$ cat src/rtl/vsq_pkg.sv
package vsq_pkg;
    typedef enum logic [1:0] {
        ST_IDLE,
        ST_RUN,
        ST_REQ,
        ST_WAIT
    } vsq_state_e;

    typedef enum logic [1:0] {
        CMD_NONE,
        CMD_OFF,
        CMD_ON
    } vsq_cmd_e;

    localparam int unsigned FLAG_END_IDX  = 0;
    localparam int unsigned FLAG_MARK_IDX = 2;
    localparam logic [7:0]  FLAG_REPEAT   = 8'h03;
endpackage

$ cat src/rtl/vsq_pitch_step.sv
module vsq_pitch_step #(
    parameter int PITCH_W = 14,
    parameter int IN_W    = 16,
    parameter int SHIFT   = 4,
    parameter int INC_W   = PITCH_W + SHIFT
) (
    input  logic             clk,
    input  logic             rst_n,
    input  logic             we,
    input  logic [IN_W-1:0]  wdata,
    output logic [INC_W-1:0] inc
);
    localparam logic [IN_W-1:0] PMAX = IN_W'((1 << PITCH_W) - 1);

    logic [PITCH_W-1:0] pitch_q;

    always_ff @(posedge clk or negedge rst_n) begin
        if (!rst_n) begin
            pitch_q <= '0;
        end else if (we) begin
            pitch_q <= (wdata > PMAX) ? PMAX[PITCH_W-1:0] : wdata[PITCH_W-1:0];
        end
    end

    always_comb begin
        if (pitch_q == '0) begin
            inc = INC_W'(1);
        end else begin
            inc = {pitch_q, {SHIFT{1'b0}}};
        end
    end

    AST_INC_NONZERO: assert property (@(posedge clk) disable iff (!rst_n)
        inc != '0);
    AST_PITCH_CLAMP: assert property (@(posedge clk) disable iff (!rst_n)
        (we && wdata > PMAX) |=> inc == {PMAX[PITCH_W-1:0], {SHIFT{1'b0}}});
endmodule

$ cat src/rtl/vsq_addr_bank.sv
module vsq_addr_bank #(
    parameter int ADDR_W = 22,
    parameter int WORD_W = 16
) (
    input  logic              clk,
    input  logic              rst_n,
    input  logic              start_hi_we,
    input  logic              start_lo_we,
    input  logic              loop_hi_we,
    input  logic              loop_lo_we,
    input  logic [WORD_W-1:0] wdata,
    input  logic              hw_loop_set,
    input  logic [ADDR_W-1:0] hw_loop_addr,
    input  logic              restart,
    output logic [ADDR_W-1:0] start_addr,
    output logic [ADDR_W-1:0] loop_addr,
    output logic              loop_lock
);
    localparam int HI_W = ADDR_W - WORD_W;

    logic [ADDR_W-1:0] start_q, start_nx;
    logic [ADDR_W-1:0] loop_q, loop_host_nx;
    logic              lock_q;
    logic              loop_host_wr;

    always_comb begin
        start_nx = start_q;
        if (start_hi_we) start_nx[ADDR_W-1:WORD_W] = wdata[HI_W-1:0];
        if (start_lo_we) start_nx[WORD_W-1:0]      = wdata;
        loop_host_nx = loop_q;
        if (loop_hi_we) loop_host_nx[ADDR_W-1:WORD_W] = wdata[HI_W-1:0];
        if (loop_lo_we) loop_host_nx[WORD_W-1:0]      = wdata;
    end

    assign loop_host_wr = loop_hi_we | loop_lo_we;

    always_ff @(posedge clk or negedge rst_n) begin
        if (!rst_n) begin
            start_q <= '0;
            loop_q  <= '0;
            lock_q  <= 1'b0;
        end else begin
            start_q <= start_nx;
            if (loop_host_wr) begin
                loop_q <= loop_host_nx;
                lock_q <= (loop_host_nx != '0);
            end else begin
                if (hw_loop_set && !lock_q) loop_q <= hw_loop_addr;
                if (restart) lock_q <= 1'b0;
            end
        end
    end

    assign start_addr = start_q;
    assign loop_addr  = loop_q;
    assign loop_lock  = lock_q;

    AST_LOCK_HOLDS_LOOP: assert property (@(posedge clk) disable iff (!rst_n)
        (lock_q && !loop_host_wr) |=> $stable(loop_q));
    AST_LOCK_ON_WRITE: assert property (@(posedge clk) disable iff (!rst_n)
        (loop_host_wr && loop_host_nx != '0) |=> lock_q);
endmodule

$ cat src/rtl/vsq_win_hit.sv
module vsq_win_hit #(
    parameter int ADDR_W = 22,
    parameter int SPAN   = 8
) (
    input  logic [ADDR_W-1:0] base,
    input  logic [ADDR_W-1:0] probe,
    output logic              hit
);
    logic [ADDR_W-1:0] diff;

    assign diff = probe - base;
    assign hit  = diff < ADDR_W'(SPAN);
endmodule

$ cat src/rtl/vsq_stream_seq.sv
module vsq_stream_seq
    import vsq_pkg::*;
#(
    parameter int ADDR_W          = 22,
    parameter int WORD_W          = 16,
    parameter int PITCH_W         = 14,
    parameter int STEP_SHIFT      = 4,
    parameter int FRAC_W          = 16,
    parameter int SAMPLES_PER_BLK = 28,
    parameter int BLK_WORDS       = 8,
    parameter int FLAG_W          = 8
) (
    input  logic              clk,
    input  logic              rst_n,
    input  logic              pitch_we,
    input  logic [WORD_W-1:0] pitch_wdata,
    input  logic              start_hi_we,
    input  logic              start_lo_we,
    input  logic              loop_hi_we,
    input  logic              loop_lo_we,
    input  logic [WORD_W-1:0] addr_wdata,
    input  logic              key_on,
    input  logic              key_off,
    input  logic              sample_tick,
    input  logic              end_clr,
    input  logic              irq_en,
    input  logic [ADDR_W-1:0] irq_addr,
    output logic              rd_valid,
    output logic [ADDR_W-1:0] rd_addr,
    input  logic              rd_ready,
    input  logic              rsp_valid,
    input  logic [FLAG_W-1:0] rsp_flags,
    output logic              voice_on,
    output logic              end_bit,
    output logic              irq_pulse,
    output logic [ADDR_W-1:0] cur_addr
);
    localparam int INC_W = PITCH_W + STEP_SHIFT;
    localparam int PH_W  = ((INC_W > FRAC_W) ? INC_W : FRAC_W) + 2;
    localparam int SB_W  = $clog2(SAMPLES_PER_BLK + 1);
    localparam logic [PH_W-1:0]   PH_ONE  = PH_W'(1) << FRAC_W;
    localparam logic [SB_W-1:0]   SB_FULL = SB_W'(SAMPLES_PER_BLK);
    localparam logic [ADDR_W-1:0] BLK_INC = ADDR_W'(BLK_WORDS);

    vsq_state_e        state_q, state_d;
    vsq_cmd_e          cmd_q, cmd_eff;
    logic [ADDR_W-1:0] cur_q;
    logic [SB_W-1:0]   sb_q;
    logic [PH_W-1:0]   ph_q;
    logic              tick_pend_q;
    logic              stop_pend_q;
    logic              end_q;
    logic              irq_q;

    logic [INC_W-1:0]  inc;
    logic [ADDR_W-1:0] start_addr, loop_addr, loop_eff;
    logic              loop_lock;
    logic              rsp_take, start_take, step_due, blk_over;
    logic              flag_end, flag_mark, flag_repeat;
    logic              hit_blk, hit_loop;

    vsq_pitch_step #(
        .PITCH_W(PITCH_W), .IN_W(WORD_W), .SHIFT(STEP_SHIFT), .INC_W(INC_W)
    ) u_pitch (
        .clk(clk), .rst_n(rst_n), .we(pitch_we), .wdata(pitch_wdata), .inc(inc)
    );

    vsq_addr_bank #(
        .ADDR_W(ADDR_W), .WORD_W(WORD_W)
    ) u_addr (
        .clk(clk), .rst_n(rst_n),
        .start_hi_we(start_hi_we), .start_lo_we(start_lo_we),
        .loop_hi_we(loop_hi_we), .loop_lo_we(loop_lo_we),
        .wdata(addr_wdata),
        .hw_loop_set(rsp_take && flag_mark), .hw_loop_addr(cur_q),
        .restart(start_take),
        .start_addr(start_addr), .loop_addr(loop_addr), .loop_lock(loop_lock)
    );

    vsq_win_hit #(.ADDR_W(ADDR_W), .SPAN(BLK_WORDS)) u_hit_blk (
        .base(cur_q), .probe(irq_addr), .hit(hit_blk)
    );

    vsq_win_hit #(.ADDR_W(ADDR_W), .SPAN(BLK_WORDS)) u_hit_loop (
        .base(loop_eff), .probe(irq_addr), .hit(hit_loop)
    );

    // decoded conditions
    assign flag_end    = rsp_flags[FLAG_END_IDX];
    assign flag_mark   = rsp_flags[FLAG_MARK_IDX];
    assign flag_repeat = (rsp_flags == FLAG_REPEAT);
    assign loop_eff    = (flag_mark && !loop_lock) ? cur_q : loop_addr;
    assign rsp_take    = (state_q == ST_WAIT) && rsp_valid;
    assign step_due    = (state_q == ST_RUN) && (ph_q >= PH_ONE);
    assign blk_over    = (sb_q == SB_FULL);

    always_comb begin
        if (key_on)       cmd_eff = CMD_ON;
        else if (key_off) cmd_eff = CMD_OFF;
        else              cmd_eff = cmd_q;
    end

    assign start_take = (key_on && (state_q == ST_IDLE || state_q == ST_RUN))
                     || (rsp_take && cmd_eff == CMD_ON);

    // next state
    always_comb begin
        state_d = state_q;
        unique case (state_q)
            ST_IDLE: begin
                if (key_on) state_d = ST_RUN;
            end
            ST_RUN: begin
                if (key_on)                    state_d = ST_RUN;
                else if (key_off)              state_d = ST_IDLE;
                else if (step_due && blk_over) state_d = stop_pend_q ? ST_IDLE : ST_REQ;
            end
            ST_REQ: begin
                if (rd_ready) state_d = ST_WAIT;
            end
            ST_WAIT: begin
                if (rsp_valid) state_d = (cmd_eff == CMD_OFF) ? ST_IDLE : ST_RUN;
            end
            default: state_d = ST_IDLE;
        endcase
    end

    // state register
    always_ff @(posedge clk or negedge rst_n) begin
        if (!rst_n) state_q <= ST_IDLE;
        else        state_q <= state_d;
    end

    // datapath registers
    always_ff @(posedge clk or negedge rst_n) begin
        if (!rst_n) begin
            cur_q       <= '0;
            sb_q        <= '0;
            ph_q        <= '0;
            tick_pend_q <= 1'b0;
            stop_pend_q <= 1'b0;
            cmd_q       <= CMD_NONE;
            end_q       <= 1'b0;
            irq_q       <= 1'b0;
        end else begin
            // commands arriving while a read is in flight
            if ((state_q == ST_REQ || state_q == ST_WAIT) && !rsp_take) begin
                cmd_q <= cmd_eff;
            end else begin
                cmd_q <= CMD_NONE;
            end

            // tick bookkeeping
            if (start_take || state_q == ST_IDLE) begin
                tick_pend_q <= 1'b0;
            end else if (sample_tick) begin
                tick_pend_q <= 1'b1;
            end else if (state_q == ST_RUN && !step_due) begin
                tick_pend_q <= 1'b0;
            end

            // position and address
            if (start_take) begin
                cur_q <= start_addr;
                sb_q  <= SB_FULL;
                ph_q  <= PH_ONE;
            end else if (rsp_take) begin
                cur_q <= flag_repeat ? loop_eff : (cur_q + BLK_INC);
                sb_q  <= SB_W'(1);
                ph_q  <= ph_q - PH_ONE;
            end else if (state_q == ST_RUN) begin
                if (step_due) begin
                    if (!blk_over) begin
                        sb_q <= sb_q + SB_W'(1);
                        ph_q <= ph_q - PH_ONE;
                    end
                end else if (tick_pend_q) begin
                    ph_q <= ph_q + PH_W'(inc);
                end
            end

            // deferred stop after an end flag
            if (start_take) begin
                stop_pend_q <= 1'b0;
            end else if (rsp_take && flag_end && !flag_repeat) begin
                stop_pend_q <= 1'b1;
            end

            // end status
            if (start_take) begin
                end_q <= 1'b0;
            end else if (rsp_take && flag_end) begin
                end_q <= 1'b1;
            end else if (end_clr) begin
                end_q <= 1'b0;
            end

            irq_q <= rsp_take && irq_en && (hit_blk || (flag_end && hit_loop));
        end
    end

    // outputs
    always_comb begin
        rd_valid  = (state_q == ST_REQ);
        rd_addr   = cur_q;
        voice_on  = (state_q != ST_IDLE);
        end_bit   = end_q;
        irq_pulse = irq_q;
        cur_addr  = cur_q;
    end

    AST_REQ_HOLD: assert property (@(posedge clk) disable iff (!rst_n)
        (rd_valid && !rd_ready) |=> (rd_valid && $stable(rd_addr)));
    AST_KEYON_LOAD: assert property (@(posedge clk) disable iff (!rst_n)
        (key_on && (state_q == ST_IDLE || state_q == ST_RUN))
            |=> (voice_on && cur_addr == $past(start_addr) && !end_bit));
    AST_END_SET: assert property (@(posedge clk) disable iff (!rst_n)
        (rsp_take && flag_end && cmd_eff != CMD_ON) |=> end_bit);
    AST_IRQ_SOURCE: assert property (@(posedge clk) disable iff (!rst_n)
        irq_pulse |-> $past(rsp_take && irq_en));
    AST_SB_RANGE: assert property (@(posedge clk) disable iff (!rst_n)
        sb_q <= SB_FULL);
    AST_STOP_AT_END: assert property (@(posedge clk) disable iff (!rst_n)
        (stop_pend_q && step_due && blk_over && !key_on) |=> (!voice_on && !rd_valid));
endmodule

$ cat config.mk
export PLATFORM = sky130hd
export DESIGN_NAME = vsq_stream_seq
export DESIGN_NICKNAME = d
export VERILOG_FILES = /design/src/rtl/vsq_pkg.sv /design/src/rtl/vsq_pitch_step.sv /design/src/rtl/vsq_addr_bank.sv /design/src/rtl/vsq_win_hit.sv /design/src/rtl/vsq_stream_seq.sv
export SDC_FILE = /design/constraint.sdc
export NUM_CORES = 1
export LEC_CHECK = 0
export BUFFER_PORTS_ARGS = -buffer_cell sky130_fd_sc_hd__buf_2
export CELL_PAD_IN_SITES_DETAIL_PLACEMENT = 1
export CELL_PAD_IN_SITES_GLOBAL_PLACEMENT = 1
export CORE_MARGIN = 5
export CORE_UTILIZATION = 45
export DETAILED_ROUTE_END_ITERATION = 7
export GPL_ROUTABILITY_DRIVEN = 1
export GPL_TIMING_DRIVEN = 1
export PLACE_DENSITY = 0.83
export SLEW_MARGIN = 20
export SYNTH_ARGS = -nofsm -noshare
export SYNTH_HDL_FRONTEND = slang
export SYNTH_HIERARCHICAL = 1
export SYNTH_SLANG_ARGS = --single-unit
$ cat constraint.sdc
create_clock -name clk -period 4.32 [get_ports clk]
set_input_delay 0 -clock clk [delete_from_list [all_inputs] [get_ports clk]]
set_output_delay 0 -clock clk [all_outputs]
set_load 0.03 [all_outputs]
==> results of run 1 <==
## routing by layer
metal	vias up	GRT usage	share of wire
li1	4246	-	-
met5	-	0	0
met4	0	0.0913	0.029
met3	66	0.0453	0.046
met1	4540	0.329	0.42
met2	251	0.482	0.51
## cells by family after synthesis
logic type	synth area share
other	0.000397
adder cells (fa/ha/maj)	0.0856
AO/OA/AOI/OAI	0.239
buffers and inverters	0.0867
XOR/XNOR	0.0380
multiplexers	0.0639
AND/OR/NAND/NOR	0.184
flip-flops	0.302
## worst reg2reg max path: stages (launching register included)
cell and delay [ns]:
dfrtp_1 0.38, nand2b_1 0.15, buf_4 0.27, mux2_2 0.39
inv_1 0.06, ha_1 0.30, xor2_1 0.18, o31a_1 0.25
nor3_2 0.11, a41oi_1 0.08, nor4_2 0.29, o2111ai_1 0.14
or4_1 0.55, nor4_1 0.28, a21oi_1 0.10, nor3b_1 0.21
## where the power goes
| group | internal, mW | leakage (nW) | switching, mW | total, mW |
|---|---|---|---|---|
| Combinational | 1.34 | 3.39 | 2.26 | 3.60 |
| Clock | 0.870 | 0.280 | 0.557 | 1.43 |
| Sequential | 1.30 | 1.36 | 0.437 | 1.74 |
## layout by cell type (no fill, tap or decap), types with 18 or more instances in the layout
master	n
xnor2_1	23
mux2_2	44
ha_1	63
xor2_1	18
nand2b_1	20
a21oi_1	92
dlygate4sd3_1	45
a211oi_1	26
nand2_1	78
buf_2	122
dfrtp_1	114
nor2_1	126
a221o_1	22
nand3_1	30
o21ai_1	21
inv_1	89
o21ai_0	37
## state kept, by name, indices dropped and copies added (netlist names), named ones only
| register | cells |
|---|---|
| state_q | 1 |
| sb_q | 5 |
| end_bit | 1 |
| cmd_q | 2 |
| u_addr/loop_lock | 1 |
| ph_q | 20 |
| u_pitch/pitch_q | 14 |
| u_addr/start_addr | 22 |
| stop_pend_q | 1 |
| irq_pulse | 1 |
| u_addr/loop_addr | 22 |
| tick_pend_q | 1 |
| cur_addr | 22 |
## area by class of cell
class                   count  area, sq um  share of cell area
multi-input cells         838         5780               0.522
flip-flops and latches    114         2850               0.257
repair buffers            182         1170               0.106
clock buffers              18          439              0.0396
well taps                 275          344              0.0310
inverters                  90          338              0.0305
clock inverters            14          153              0.0138
## path summary, 6_finish.rpt
path,startpoint,end,cells past startpoint
hold / removal,pitch_we,u_pitch/pitch_q[5],2
setup reg to reg,u_addr/loop_lock,irq_pulse,15
setup / recovery,u_addr/loop_lock,irq_pulse,15
hold reg to reg,u_addr/start_addr[3],u_addr/start_addr[3],1
max in group asynchronous,rst_n,cur_addr[17],3
min in group asynchronous,rst_n,u_addr/loop_addr[12],2
## timing repair
action,CTS,global route
endpoints found under the hold margin,114,0
setup endpoints to repair,0,0
hold buffers,45,0
buffers inserted,0,0
==> impl_metrics.py, run 1 <==
metrics = {
    "detailed_routing": {
        "postRouteAntennaNets": 0,
        "first_pass_iters": 5,
        "vias_per_cell": 5.95,
        "drc": 0,
        "vias": 9103,
        "drtIter0Drc": 544,
        "routedWlPerCell_microns": 21.4,
        "wirelength_microns": 32700,
    },
    "clock_tree": {
        "cts.clk_slew.worst_paths_ns": 0.07,
        "cts_made_buffers": 17,
        "root_buffer": "clkbuf_16",
        "clk_latency_ns": 0.43,
        "cts-resized-gates": 0,
        "cts.path.max_buffers": 2,
        "cts_sinks": 114,
        "htreeDepth": 4,
        "cts_tree": "done",
    },
    "layout": {
        "drive_above_1_share": 0.196,
        "finalInstanceArea_sq_mm": 0.0111,
        "antenna_cells": 0,
        "nFillCells": 2553,
        "layout.cells.non_filler": 1531,
        "area_growth_pct": 17.4,
        "final_util": 0.532,
        "finalNetCount": 1383,
    },
    "power_and_ir_drop": {
        "p_leak_nw": 5.03,
        "ir_drop_mv": 0.355,
        "power-per-cell-area_mw_per_mm2": 610,
        "power_mw": 6.76,
    },
    "sta": {
        "period_share": 0.883,
        "min_period_ns": 3.81,
        "maxSlewViolCount": 0,
        "rsz0062_at_grt": "false",
        "setup_tns_ns": 0,
        "setup_viol": 0,
        "hold_viol": 0,
        "layout_setup_ws_ns": 0.506,
        "max_freq_mhz": 262,
        "tightest_slew_ns": 0.962,
        "max_slew_margin": 0.358,
        "whs_ns": 0.0252,
        "clock_skew_ns": 0.0147,
    },
    "global_routing": {
        "grt-ovfl-total": 0,
        "grt_max_degree": 53,
        "first_global_vias": 9573,
        "grt_pass1_wl_microns": 51700,
        "grt_usage": 0.270,
        "grt_antenna_before_repair": 0,
    },
    "critical_path": {
        "slowest_stage": "or4_1",
        "cp_max_fo": 18,
        "critPathLaunchType": "flip-flop",
        "cpLargestDelayFamily": "simple AND/OR/NAND/NOR gates",
        "crit_path_max_incr_delay_ns": 0.55,
        "cp_data_arrival_time_ns": 4.14,
        "cp.required_ns": 4.65,
        "critPathBufInv": 2,
        "r2r_slack_ns": 0.51,
        "crit_chain": "nand2b_1 -> buf_4 -> mux2_2 -> inv_1 -> ha_1 -> xor2_1 -> o31a_1 -> nor3_2 -> a41oi_1 -> nor4_2 -> o2111ai_1 -> or4_1 -> nor4_1 -> a21oi_1 -> nor3b_1",
        "endpoint_kind": "flip-flop",
        "path_class": "flip-flop to flip-flop",
    },
    "synth": {
        "ys_seq_area_frac": 0.302,
        "synth_area_sq_mm": 0.00944,
        "yosysMostFrequentCell": "nor2_1",
        "synth-seq-cells": 114,
        "avgSynthCellArea_sq_um": 8.40,
        "synth_cells": 1124,
        "yosys_warnings": 6,
        "synthTopCellsByCount": "126 x nor2_1, 114 x dfrtp_1, 93 x a21oi_1, 89 x inv_1, 78 x nand2_1",
        "synth.area.top_cells": "dfrtp_1 30%, ha_1 8.3%, mux2_2 5.2%",
        "synth_ff_type": "dfrtp_1",
        "synth_top_area_frac": 0.302,
        "yosysTopAreaCell": "dfrtp_1",
        "synthArstFlopShare": 1.00,
        "ys_types": 83,
        "synth_edf_count": 0,
    },
    "floorplan": {
        "pin_count": 124,
        "num_rows": 53,
        "initial_core_util": 0.453,
        "die_area_sq_mm": 0.0240,
        "core_area_sq_mm": 0.0208,
        "die_w_microns": 155,
        "die_h_microns": 155,
    },
    "place": {
        "hpwlAfterDp_microns": 23300,
        "dp.cells": 1454,
        "post_dp_cell_area_sq_mm": 0.0100,
        "place.gp.congestion": 0.916,
        "port_buffers": 123,
        "detailedPlace.worstSlack_ns": 0.491,
    },
    "run_status": {
        "outcome": "finished, final reports clean",
    },
    "flow_run": {
        "maxCapViolations": 0,
    },
    "min_path": {
        "hold_class": "primary input to flip-flop",
    },
}
No activity file was read; power rests on OpenSTA's default activity.
==> run 2, diff against run 1 <==
ABC_AREA = 1   (was unset)
CORE_UTILIZATION = 43   (was 45)
PLACE_DENSITY = 0.84   (was 0.83)
==> run 2 against run 1 <==
  * Critical path depth is 6 higher
  * Setup slack lost 0.14 ns
  * Fmax down 3.5%
  * Global-route usage grew 3.3 points
  * Register-to-register slack got worse by 0.14 ns
  * Final area increased by 18%
  * Critical path type unchanged
==> impl_metrics.py, run 2 <==
metrics = {
    "power_and_ir_drop": {
        "ir_drop_mv": 0.284,
        "power_mw": 8.91,
        "internal-power_mw": 4.01,
        "power-per-cell-area_mw_per_mm2": 684,
        "p_seq_frac": 0.217,
        "p_switching_mw": 4.90,
        "p_leak_nw": 7.06,
        "clockPowerShare": 0.176,
        "swShare": 0.550,
        "power_frac_comb": 0.607,
    },
    "synth": {
        "synthArstFlopShare": 1.00,
        "synth.area.top_cells": "dfrtp_1 25%, nand2_1 19%, inv_1 8.6%",
        "ys_types": 50,
        "synth_ff_type": "dfrtp_1",
        "synth_area_sq_mm": 0.0113,
        "synth-seq-cells": 114,
        "ys_seq_area_frac": 0.254,
        "yosys_warnings": 6,
        "yosysMostFrequentCell": "nand2_1",
        "synth_top_area_frac": 0.254,
        "avgSynthCellArea_sq_um": 6.26,
        "yosysTopAreaCell": "dfrtp_1",
        "synthTopCellsByCount": "569 x nand2_1, 258 x inv_1, 176 x nor2_1, 114 x dfrtp_1, 101 x a21oi_1",
        "synth_edf_count": 0,
        "synth_cells": 1798,
    },
    "flow_run": {
        "maxCapViolations": 0,
    },
    "critical_path": {
        "cp_max_fo": 24,
        "cp_data_arrival_time_ns": 4.34,
        "path_class": "flip-flop to flip-flop",
        "endpoint_kind": "flip-flop",
        "r2r_end": "irq_pulse",
        "r2r_start": "u_addr/loop_lock",
        "critPathLaunchType": "flip-flop",
        "ff2ff_path_depth": 21,
        "r2r_slack_ns": 0.37,
        "cp.required_ns": 4.71,
    },
    "sta": {
        "clock_skew_ns": 0.0269,
        "tightest_slew_ns": 0.757,
        "layout_setup_ws_ns": 0.367,
        "setup_viol": 0,
        "setup_tns_ns": 0,
        "period_share": 0.915,
        "max_freq_mhz": 253,
        "max_slew_margin": 0.495,
        "hold_viol": 0,
        "min_period_ns": 3.95,
        "maxSlewViolCount": 0,
        "rsz0062_at_grt": "false",
    },
    "layout": {
        "area_growth_pct": 15.8,
        "finalNetCount": 2065,
        "antenna_cells": 0,
        "finalInstanceArea_sq_mm": 0.0130,
        "final_common_cell": "nand2_1",
        "layout.cells.non_filler": 2273,
        "drive_above_1_share": 0.146,
        "nFillCells": 3539,
        "mostFrequentLayoutCells": "569 x nand2_1, 258 x inv_1, 176 x nor2_1",
    },
    "global_routing": {
        "grt_max_degree": 76,
        "grt_usage": 0.303,
        "grt_pass1_wl_microns": 70200,
        "first_global_vias": 13200,
        "grt-ovfl-total": 0,
        "grt_antenna_before_repair": 1,
    },
    "detailed_routing": {
        "wirelength_microns": 44900,
        "vias": 12700,
        "vias_per_cell": 5.59,
        "drtIter0Drc": 928,
        "routedWlPerCell_microns": 19.7,
        "postRouteAntennaNets": 0,
        "first_pass_iters": 5,
        "drc": 0,
    },
    "min_path": {
        "hp-start": "loop_hi_we",
        "hold_end": "u_addr/loop_addr[18]",
        "min_path_cells": 5,
        "hold_class": "primary input to flip-flop",
    },
    "place": {
        "dp.cells": 2185,
        "place.gp.congestion": 0.951,
        "detailedPlace.worstSlack_ns": 1.04,
        "port_buffers": 123,
        "hpwlAfterDp_microns": 32600,
        "post_dp_cell_area_sq_mm": 0.0118,
    },
    "clock_tree": {
        "cts.path.max_buffers": 2,
        "cts-resized-gates": 0,
        "htreeDepth": 4,
        "hold_buffers": 56,
        "clk_latency_ns": 0.45,
        "cts_setup_buffers": 0,
        "cts_tree": "done",
        "root_buffer": "clkbuf_16",
        "cts_made_buffers": 17,
        "cts_sinks": 114,
        "cts.clk_slew.worst_paths_ns": 0.07,
    },
    "floorplan": {
        "die_area_sq_mm": 0.0295,
        "die_w_microns": 172,
        "die_h_microns": 172,
        "initial_core_util": 0.434,
        "pin_count": 124,
        "core_area_sq_mm": 0.0259,
        "num_rows": 59,
    },
    "run_status": {
        "outcome": "finished, final reports clean",
    },
}
[run 2: cell types whose count changed in the layout (fill, tap and decap cells not counted), moves of 18 or more]
cell | previous run | this run
nor2_1 | 126 | 176
nand2_2 | 0 | 27
a211oi_1 | 26 | 0
nand3_1 | 30 | 100
o21ai_1 | 21 | 3
nand2b_1 | 20 | 0
o21ai_0 | 37 | 70
mux2_2 | 44 | 19
nand3b_1 | 4 | 23
inv_1 | 89 | 258
a221o_1 | 22 | 0
nand2_1 | 78 | 569
[run 2: final cells by class]
cell class | instances | area, sq um | share of cell area
inverter | 280 | 1060 | 0.0811
sequential | 114 | 2850 | 0.219
clock inverter | 13 | 173 | 0.0133
timing repair buffer | 182 | 1200 | 0.0925
multi-input combinational | 1330 | 6870 | 0.527
tap | 335 | 419 | 0.0322
clock buffer | 19 | 453 | 0.0348
[run 2: power groups by stage]
stage	sequential, mW	combinational, mW	clock, mW
finish	1.93	5.41	1.57
detailed placement	1.91	5.21	0
floorplan	1.87	3.87	0
global route	1.96	5.98	1.63
global placement	1.90	5.03	0
CTS	1.90	5.34	1.57
[run 2: logic make-up after synthesis]
kind of cell / share of synthesized area
AND/OR/NAND/NOR: 0.376
multiplexers: 0.0190
other: 0.000333
flip-flops: 0.254
adder cells (fa/ha/maj): 0.0718
XOR/XNOR: 0.0109
AO/OA/AOI/OAI: 0.132
buffers and inverters: 0.137
[run 2: worst max-delay path: stages (launching register included)]
cell and delay (ns):
dfrtp_1 0.36, or2_1 0.50, buf_4 0.37, mux2_2 0.38
inv_1 0.07, ha_1 0.27, nand2_1 0.09, nand2_1 0.14
nand2_1 0.12, nand2_1 0.14, nand2_1 0.12, nand2_1 0.07
nand2_1 0.07, nand2_1 0.05, nor2_1 0.11, nand2_1 0.06
nor2_1 0.09, nand3_1 0.07, nor2_1 0.09, a21oi_1 0.07
nor2_1 0.11, dlygate4sd3_1 0.56
[run 2: how the worst max path moves through the flow]
stage	start	end	slack (ns)	cells past startpoint
floorplan	u_addr/loop_lock	irq_pulse	1.72	23
global placement	u_addr/loop_lock	irq_pulse	1.12	19
detailed placement	u_addr/loop_lock	irq_pulse	1.04	20
CTS	u_addr/loop_lock	irq_pulse	0.42	21
global route	u_addr/loop_lock	irq_pulse	0.07	21
finish	u_addr/loop_lock	irq_pulse	0.37	21
[run 2: per-stage QoR]
| stage | util | hold WS, ns |
|---|---|---|
| 2_1_floorplan | - | -0.296 |
| 3_3_place_gp | 0.457 | 0.240 |
| 3_5_place_dp | 0.457 | 0.242 |
| 4_1_cts | 0.503 | 0.0316 |
| 5_1_grt | 0.503 | 0.0521 |
| 6_report | 0.503 | 0.0488 |
[run 2: metal layers]
layer	track usage	vias up	routed length, microns
li1	-	5942	-
met1	0.390	6200	19200
met2	0.520	460	21800
met3	0.0448	96	2630
met4	0.103	2	1310
met5	0	-	13
